## src/rtl/evt_timer_pkg.sv

```systemverilog
package evt_timer_pkg;
  localparam int CODE_W = 3;

  localparam logic [7:0] OFS_IEN  = 8'h00;
  localparam logic [7:0] OFS_PEND = 8'h04;
  localparam logic [7:0] OFS_CTL  = 8'h10;
  localparam logic [7:0] OFS_IVL  = 8'h14;
  localparam logic [7:0] OFS_CNT  = 8'h18;

  typedef struct packed {
    logic [CODE_W-1:0] code;
    logic              src;
    logic              per;
    logic              run;
  } ctl_t;
endpackage

```

## src/rtl/evt_timer_div.sv

```systemverilog
module evt_timer_div #(
  parameter int CODE_W = 3
) (
  input  logic              clk,
  input  logic              rst_n,
  input  logic              tick_in,
  input  logic              run,
  input  logic              restart,
  input  logic [CODE_W-1:0] code,
  output logic              hit
);
  localparam int DIV_W = (1 << CODE_W) - 1;

  logic [DIV_W-1:0] cnt_q, cnt_d, lim;

  always_comb begin
    lim = ~({DIV_W{1'b1}} << code);
    hit = tick_in & run & (cnt_q >= lim);
    cnt_d = cnt_q;
    if (restart)             cnt_d = '0;
    else if (run && tick_in) cnt_d = hit ? '0 : cnt_q + 1'b1;
  end

  always_ff @(posedge clk or negedge rst_n) begin
    if (!rst_n) cnt_q <= '0;
    else        cnt_q <= cnt_d;
  end
endmodule

```

## src/rtl/evt_timer_cnt.sv

```systemverilog
module evt_timer_cnt #(
  parameter int W = 32
) (
  input  logic         clk,
  input  logic         rst_n,
  input  logic         load,
  input  logic [W-1:0] load_val,
  input  logic         step,
  input  logic         periodic,
  input  logic [W-1:0] interval,
  output logic [W-1:0] cur,
  output logic         expire
);
  logic [W-1:0] cur_q, cur_d;

  always_comb begin
    expire = step & (cur_q < W'(2));
    cur_d  = cur_q;
    if (load)      cur_d = load_val;
    else if (step) cur_d = expire ? (periodic ? interval : '0) : cur_q - 1'b1;
  end

  always_ff @(posedge clk or negedge rst_n) begin
    if (!rst_n) cur_q <= '0;
    else        cur_q <= cur_d;
  end

  assign cur = cur_q;
endmodule

```

## src/rtl/evt_timer.sv

```systemverilog
module evt_timer
  import evt_timer_pkg::*;
#(
  parameter int DATA_W = 32,
  parameter int ADDR_W = 8
) (
  input  logic              clk,
  input  logic              rst_n,
  input  logic [ADDR_W-1:0] bus_addr,
  input  logic [DATA_W-1:0] bus_wdata,
  input  logic              bus_we,
  input  logic              bus_re,
  output logic [DATA_W-1:0] bus_rdata,
  input  logic              tick_slow,
  input  logic              tick_osc,
  output logic              irq
);
  localparam int CTL_W = $bits(ctl_t);

  logic [1:0] rsync_q;
  logic       rst_n_i;

  always_ff @(posedge clk or negedge rst_n) begin
    if (!rst_n) rsync_q <= '0;
    else        rsync_q <= {rsync_q[0], 1'b1};
  end
  assign rst_n_i = rsync_q[1];

  logic ien_q, ien_d, pend_q, pend_d;
  ctl_t ctl_q, ctl_d;
  logic [DATA_W-1:0] ivl_q, ivl_d, cur;
  logic wr_ien, wr_pend, wr_ctl, wr_ivl, wr_cnt;
  logic tick_sel, step, expire, run_rise;

  always_comb begin
    wr_ien  = bus_we && (bus_addr == ADDR_W'(OFS_IEN));
    wr_pend = bus_we && (bus_addr == ADDR_W'(OFS_PEND));
    wr_ctl  = bus_we && (bus_addr == ADDR_W'(OFS_CTL));
    wr_ivl  = bus_we && (bus_addr == ADDR_W'(OFS_IVL));
    wr_cnt  = bus_we && (bus_addr == ADDR_W'(OFS_CNT));
  end

  assign tick_sel = ctl_q.src ? tick_osc : tick_slow;

  evt_timer_div #(.CODE_W(CODE_W)) u_div (
    .clk     (clk),
    .rst_n   (rst_n_i),
    .tick_in (tick_sel),
    .run     (ctl_q.run),
    .restart (run_rise),
    .code    (ctl_q.code),
    .hit     (step)
  );

  evt_timer_cnt #(.W(DATA_W)) u_cnt (
    .clk      (clk),
    .rst_n    (rst_n_i),
    .load     (wr_cnt),
    .load_val (bus_wdata),
    .step     (step),
    .periodic (ctl_q.per),
    .interval (ivl_q),
    .cur      (cur),
    .expire   (expire)
  );

  always_comb begin
    ien_d = wr_ien ? bus_wdata[0] : ien_q;
    ivl_d = wr_ivl ? bus_wdata : ivl_q;

    ctl_d = ctl_q;
    if (wr_ctl) begin
      ctl_d.run  = bus_wdata[0];
      ctl_d.per  = bus_wdata[1];
      ctl_d.src  = bus_wdata[2];
      ctl_d.code = bus_wdata[4 +: CODE_W];
    end else if (expire && !ctl_q.per) begin
      ctl_d.run = 1'b0;
    end
    run_rise = ctl_d.run & ~ctl_q.run;

    if (expire)                       pend_d = 1'b1;
    else if (wr_pend && bus_wdata[0]) pend_d = 1'b0;
    else                              pend_d = pend_q;
  end

  always_ff @(posedge clk or negedge rst_n_i) begin
    if (!rst_n_i) begin
      ien_q  <= 1'b0;
      pend_q <= 1'b0;
      ctl_q  <= '0;
      ivl_q  <= '0;
    end else begin
      ien_q  <= ien_d;
      pend_q <= pend_d;
      ctl_q  <= ctl_d;
      ivl_q  <= ivl_d;
    end
  end

  always_comb begin
    bus_rdata = '0;
    if (bus_re) begin
      unique case (bus_addr)
        ADDR_W'(OFS_IEN):  bus_rdata = DATA_W'(ien_q);
        ADDR_W'(OFS_PEND): bus_rdata = DATA_W'(pend_q);
        ADDR_W'(OFS_CTL):  bus_rdata = DATA_W'({ctl_q.code, 1'b0, ctl_q.src, ctl_q.per, ctl_q.run});
        ADDR_W'(OFS_IVL):  bus_rdata = ivl_q;
        ADDR_W'(OFS_CNT):  bus_rdata = cur;
        default:           bus_rdata = '0;
      endcase
    end
  end

  assign irq = pend_q & ien_q;

  logic unused_w;
  assign unused_w = ^{CTL_W[0]};
endmodule

```

## config.mk

```make
export PLATFORM = sky130hd
export DESIGN_NAME = evt_timer
export DESIGN_NICKNAME = d
export VERILOG_FILES = /design/src/rtl/evt_timer_pkg.sv /design/src/rtl/evt_timer_div.sv /design/src/rtl/evt_timer_cnt.sv /design/src/rtl/evt_timer.sv
export SDC_FILE = /design/constraint.sdc
export NUM_CORES = 1
export LEC_CHECK = 0
export ABC_AREA = 0
export BUFFER_PORTS_ARGS = -buffer_cell sky130_fd_sc_hd__clkbuf_2
export CAP_MARGIN = 20
export CORE_ASPECT_RATIO = 1.2
export CORE_MARGIN = 4
export CORE_UTILIZATION = 25
export DETAILED_ROUTE_END_ITERATION = 6
export HOLD_SLACK_MARGIN = 0.15
export PLACE_DENSITY = 0.39
export SLEW_MARGIN = 10
export SYNTH_ARGS = -nofsm -noshare
export SYNTH_HDL_FRONTEND = slang
export SYNTH_SLANG_ARGS = --single-unit
```

## constraint.sdc

```tcl
create_clock -name clk -period 3.4 [get_ports clk]
set_input_delay 0.17 -clock clk [delete_from_list [all_inputs] [get_ports clk]]
set_output_delay 0.17 -clock clk [all_outputs]
set_load 0.03 [all_outputs]
```

# After elaboration in Yosys (flattened, before gate mapping)
# Cells that the tools add are included.
[totals]
input_bits = 46
regBits = 81
word_cells = 53
ramBits = 0
romBits = 0
output_inout_bits = 33
latch_bits = 0
mem_count = 0
[classes]
n_bitwise = 7
eq_ne = 4
n_mux = 14
addsub = 2
magnitude_cmp = 2
reduce_logical = 13
n_div = 0
shifts = 1
mul = 0
[op_table]
columns = ["operator", "n"]
rows = [
  ["$mux W32", 5],
  ["$pmux W32 S5", 1],
  ["$lt A32 B2 Y1 const B", 1],
  ["$sub A32 B1 Y32 const B", 1],
  ["$eq A8 B5 Y1 const B", 3],
  ["$mux W7", 3],
  ["$eq A8 B3 Y1 const B", 1],
  ["$logic_and A1 B1 Y1", 8],
  ["$logic_not A8 Y1", 1],
  ["$add A7 B1 Y7 const B", 1],
  ["$ge A7 B7 Y1", 1],
  ["$not A7 Y7", 1],
  ["$shl A7 B3 Y7 const A", 1],
  ["$reduce_bool A2 Y1", 3],
  ["$and A1 B1 Y1", 5],
  ["$mux W1", 5],
  ["$logic_not A1 Y1", 1],
  ["$not A1 Y1", 1],
]

# Longest topological paths before layout
[logic_depth]
word_depth = 10
mapped_depth = 11
mapped_depth_nobuf = 8

# Cells and area by module
# A second synthesis with hierarchy kept.
[hier_totals]
hier_cells = 604
hier_area_um2 = 5710.5
[by_module_without_submodules]
columns = ["module", "cells_each", "instances", "area_per_inst_um2"]
rows = [
  ["evt_timer_cnt", 317, 1, 2617.5],
  ["evt_timer", 228, 1, 2513.7],
  ["evt_timer_div", 59, 1, 579.3],
]

# Worst setup path before layout
# OpenSTA, ideal clock, no wires.
[synth_path]
kind = "reg2reg"
startpoint = "register ctl_q[5] (netlist name)"
endpoint = "register u_cnt.cur_q[21], in the netlist u_cnt.cur[21]"
path_stages_with_launch = 11
setup_slack_ns = 0.769
period_less_slack_ns = 2.631
t_arrival_ns = 2.507
required_ns = 3.276
setup_ns = 0.124
cell_sequence = "dfrtp_1 > or3_1 > ha_1 > nor2b_1 > o21ai_0 > a311oi_1 > or4_1 > buf_4 > buf_6 > nor2_1 > a211o_1"
[synth_via]
elab_chain_len = 8
[synth_lines]
columns = ["element", "line", "text"]
rows = [
  ["start: declaration", "evt_timer.sv:30", "ctl_t ctl_q, ctl_d;"],
  ["start signal: assignment", "evt_timer.sv:96", "ctl_q <= ctl_d;"],
  ["$shl A7 B3 Y7 (*)", "evt_timer_div.sv:17", "lim = ~({DIV_W{1'b1}} << code);"],
  ["$not A7 Y7 (*)", "evt_timer_div.sv:17", ""],
  ["$ge A7 B7 Y1 (*)", "evt_timer_div.sv:18", "hit = tick_in & run & (cnt_q >= lim);"],
  ["$and A1 B1 Y1 (*)", "evt_timer_div.sv:18", ""],
  ["$and A1 B1 Y1", "evt_timer_cnt.sv:17", "expire = step & (cur_q < W'(2));"],
  ["$mux W32 (2 in series)", "evt_timer_cnt.sv:20", "else if (step) cur_d = expire ? (periodic ? interval : '0) : cur_q - 1'b1;"],
  ["$mux W32", "evt_timer_cnt.sv:19", "if (load) cur_d = load_val;"],
  ["end signal: assignment", "evt_timer_cnt.sv:25", "else cur_q <= cur_d;"],
  ["end: declaration", "evt_timer_cnt.sv:14", "logic [W-1:0] cur_q, cur_d;"],
]
# Mark *: on every way between the ends. The rest lies on a longest branch, timed or not. The select of a mux whose other input is x is not followed.
# A chain may end at the register's enable or synchronous reset.

# Worst setup path after layout
[layout_path]
startpoint = "register ctl_q[5] (netlist name)"
endpoint = "register u_cnt.cur_q[23], in the netlist u_cnt.cur[23]"
# Same word-level chain as after synthesis.

==> summary.txt <==
Power and ir drop
  • Net switching power figure: about 860 uW
  • Sequential power share: 40.9%
  • Total power per unit cell area: 413 nW/um^2
  • Clock share of power: 34.4%
  • Proportion of total power due to net switching: about a third
  • Internal: approximately 1.8 mW
  • Static Leak: ~3 nW
  • Worst-case vdd ir drop: 0.000222 V
  • Comb power frac: 24.7%

Yosys
  • Gate count after technology mapping: 568
  • Mapped Avg Cell Area: about 9.0 um^2
  • Net count after synthesis: between 600 and 700
  • Cell Area, Synth: 5120 um^2
  • Portion of the post-synthesis area used by sequential elements: 39.6%
  • YS warnings: 0
  • Fraction of registers with async set/reset: between 90% and 100%
  • Register bit total from synthesis: 81
  • Number of distinct library cell variants in the gate-level netlist after synthesis: 60
  • Number of synthesized flops with an enable pin: 0
  • Top flip-flop cell by instance count after synthesis: dfrtp_1

Critical path
  • Startpoint class of the critical path: register
  • Setup slack on the worst flop-to-flop path: 0.26 ns
  • Signal arrival time at the worst endpoint: 3.37 ns
  • RR Endpoint: u_cnt.cur[23]
  • Largest fanout on the critical path: 16
  • Worst path required time: around 3.6 ns
  • Crit. End Element: register
  • Worst Path Class, Setup: reg2reg
  • Worst r2r src: ctl_q[5]
  • Depth of the worst register-to-register path: 9

Timing
  • Relative slew margins: 40.3%
  • Slew @ Worst Pin: 0.889 ns
  • Hold violation count in the final report: 0
  • RSZ-0062 raised after global routing: no
  • Ratio of final minimum period to clock period: 92.4%
  • Final max-slew violation count: 0
  • Time the final worst path needs with I/O delays and setup: 3.14 ns
  • Worst clock skew on the final layout: about 0.010 ns
  • Setup_tns: 0 ns
  • Final Hold Slack: ~0.18 ns
  • Minimum setup slack in the final design: 0.257 ns
  • Fmax: between 300 and 400 MHz
  • Number of setup violations in the final report: 0

Place
  • Pre-CTS setup slack: a little under 0.3 ns
  • Final weighted congestion of routability-driven global placement: 0.811
  • Area after DPL: 5870 um^2
  • Estimated wirelength of the detail-placed design: approximately 12000 um
  • Port Buffers: 78

Clock network
  • Clk Tree Root Cell: clkbuf_16
  • Number of sinks driven by the clock tree: 81
  • Worst-skew pair later-pin latency: 0.35 ns
  • Number of buffers inserted during clock tree synthesis: 9
  • H-tree depth: 3
  • Number of buffers on the longest clock path: 2
  • Clock-pin slew on the worst setup and hold paths: 0.06 ns
  • Clock tree from TritonCTS: yes
  • Setup repair bufs after CTS: 0
  • Post-cts sizing count: 0

Final layout
  • Filler Cell Count: roughly 2100
  • Total inserted antenna cells: 0
  • Fraction of final layout cells with drive strength greater than 1: 24.3%
  • Layout overhead on the synthesized area: 27.6%
  • Fraction of the core area covered by cells at the end of the flow: 32.4%
  • Most used cells in the layout excluding fill and tap cells: dfrtp_1 (80), clkbuf_2 (78), nor2_1 (72)
  • Most common cell after layout, fill and taps aside: dfrtp_1
  • Multi-input logic area: between 2000 and 3000 um^2
  • Net count of the finished layout: 737
  • Sequential standard cell area: 2030 um^2
  • Post-route design area: 6530 um^2

Die
  • Height of the die: 165 um
  • Num ports: 79
  • Floorplan row count: between 50 and 60
  • Die Wd: approximately 140 um
  • Starting density of the core: 25.4%
  • Std-Cell Core Area: 20200 um^2
  • Die outline area: 22800 um^2

GRT
  • Pin count of the biggest net entering global routing: 70
  • First-pass GRT wire length: 28200 um
  • All-Layer GR Usage: 15.6%
  • Number of antenna violations at the first check in global routing: 0
  • Sum of overflow across all layers after global routing: 0
  • Vias in the first global route: 5023

Routing
  • Per-cell via count in the routed design: about 5
  • Count of routing violations after the opening detailed-route iteration: 250
  • Number of nets with antenna violations after detailed routing: 0
  • Post-detailed-routing wire length: 17300 um
  • Detailed-router iteration count before antenna repair: 5
  • Via count: about 4800
  • Wire length per cell: approximately 18 um
  • Detailed-route DRC error count: 0

Min path
  • Worst hold path depth: 4
  • Worst Hold Path EP: pend_q
  • Startpoint of the lowest-slack hold path: bus_addr[2]
  • Min-Delay Path Class: in2reg

Run status
  • Status: completed

Run
  • Max-cap violations: 0
per-stage QoR:
stage,power (mW),std cells
floorplan,1.54,568
global placement,1.76,899
detailed placement,1.76,899
CTS,2.75,950
global route,2.86,952
finish,2.70,952
critical path, stage by stage, from the launching register on:
cell and delay (ns):
dfrtp_1 0.45, or3_1 0.40, ha_1 0.28, nor2b_1 0.10
o21ai_0 0.12, a311oi_1 0.77, or4_1 0.30, buf_4 0.26
nor2_1 0.09, a211o_1 0.26
state kept, by name, indices dropped and copies added (netlist names):
| name | flops |
|---|---|
| ien_q | 1 |
| u_div.cnt_q | 7 |
| u_cnt.cur | 32 |
| pend_q | 1 |
| rsync_q | 2 |
| ivl_q | 32 |
| ctl_q | 6 |
final cells by class:
type,instances,share of cell area [%]
sequential,81,31.1
clock inverter,5,0.479
timing repair buffer,140,14.8
tap,265,5.07
inverter,5,0.287
clock buffer,11,3.72
multi-input combinational,445,44.6
cells in the mapped netlist, types with 3 or more instances:
library cell  count  area, um^2
nand2_1          67         251
or4_1             3        22.5
clkbuf_1         23        86.3
and2_1            4        25.0
xor2_1           16         140
a21oi_1          18        90.1
mux2_2           36         405
dfrtp_1          81        2030
nor2b_1           5        31.3
ha_1              9         113
nor2_1           72         270
and3_1            9        56.3
o2bb2ai_1         3        26.3
or3_1             6        37.5
a22oi_1          31         233
nand4_1           6        37.5
a211o_1          18         158
nor4_1            8        50.1
buf_1             3        11.3
xnor2_1          11        96.3
a311oi_1          4        35.0
nand3_1          21         105
nor3_1            9        45.0
o31ai_1           3        22.5
nand4b_1          3        26.3
inv_1             5        18.8
a31oi_1           5        31.3
o21ai_0          37         185
a22o_1            5        43.8
buf_2             8        40.0
worst max-delay path by stage:
| stage | from | endpoint | slack, ns | depth (start not counted) |
|---|---|---|---|---|
| 4_1_cts | ctl_q[5] | u_cnt.cur[30] | 0.28 | 9 |
| 2_1_floorplan | ctl_q[5] | u_cnt.cur[21] | 0.77 | 10 |
| 6_report | ctl_q[5] | u_cnt.cur[23] | 0.26 | 9 |
| 3_3_place_gp | ctl_q[5] | u_cnt.cur[19] | 0.35 | 9 |
| 3_5_place_dp | ctl_q[5] | u_cnt.cur[30] | 0.30 | 9 |
| 5_1_grt | ctl_q[5] | u_cnt.cur[23] | 0.11 | 9 |
layer usage:
layer | up-vias | share of wire (%) | global-route usage [%]
met5 | - | 0 | 0
met3 | 15 | 3.8 | 1.97
met1 | 2331 | 45 | 20.1
met4 | 0 | 1.4 | 4.94
li1 | 2307 | - | -
met2 | 99 | 50 | 27.4
logic make-up (layout without fill, tap and decap cells):
group	count (synthesis)	in the layout	share of synthesized area (%)
AO/OA/AOI/OAI	139	139	18.6
XOR/XNOR	27	27	4.62
adder cells (fa/ha/maj)	9	9	2.20
buffers and inverters	42	161	3.52
flip-flops	81	81	39.6
multiplexers	40	40	9.00
other	1	1	0.0733
AND/OR/NAND/NOR	229	229	22.4
what timing repair did:
item | 4_1_cts | 5_1_grt
setup endpoints to repair | 0 | 0
hold endpoints to repair | 61 | 0
hold buffers | 35 | 0
power groups by stage:
stage | Clock [mW] | Sequential [mW] | Combinational (mW)
finish | 0.928 | 1.10 | 0.668
global route | 1.00 | 1.12 | 0.749
CTS | 0.967 | 1.12 | 0.661
detailed placement | 0 | 1.14 | 0.625
global placement | 0 | 1.13 | 0.627
floorplan | 0 | 1.10 | 0.436
Note: power is estimated with default switching activity, not from simulation.
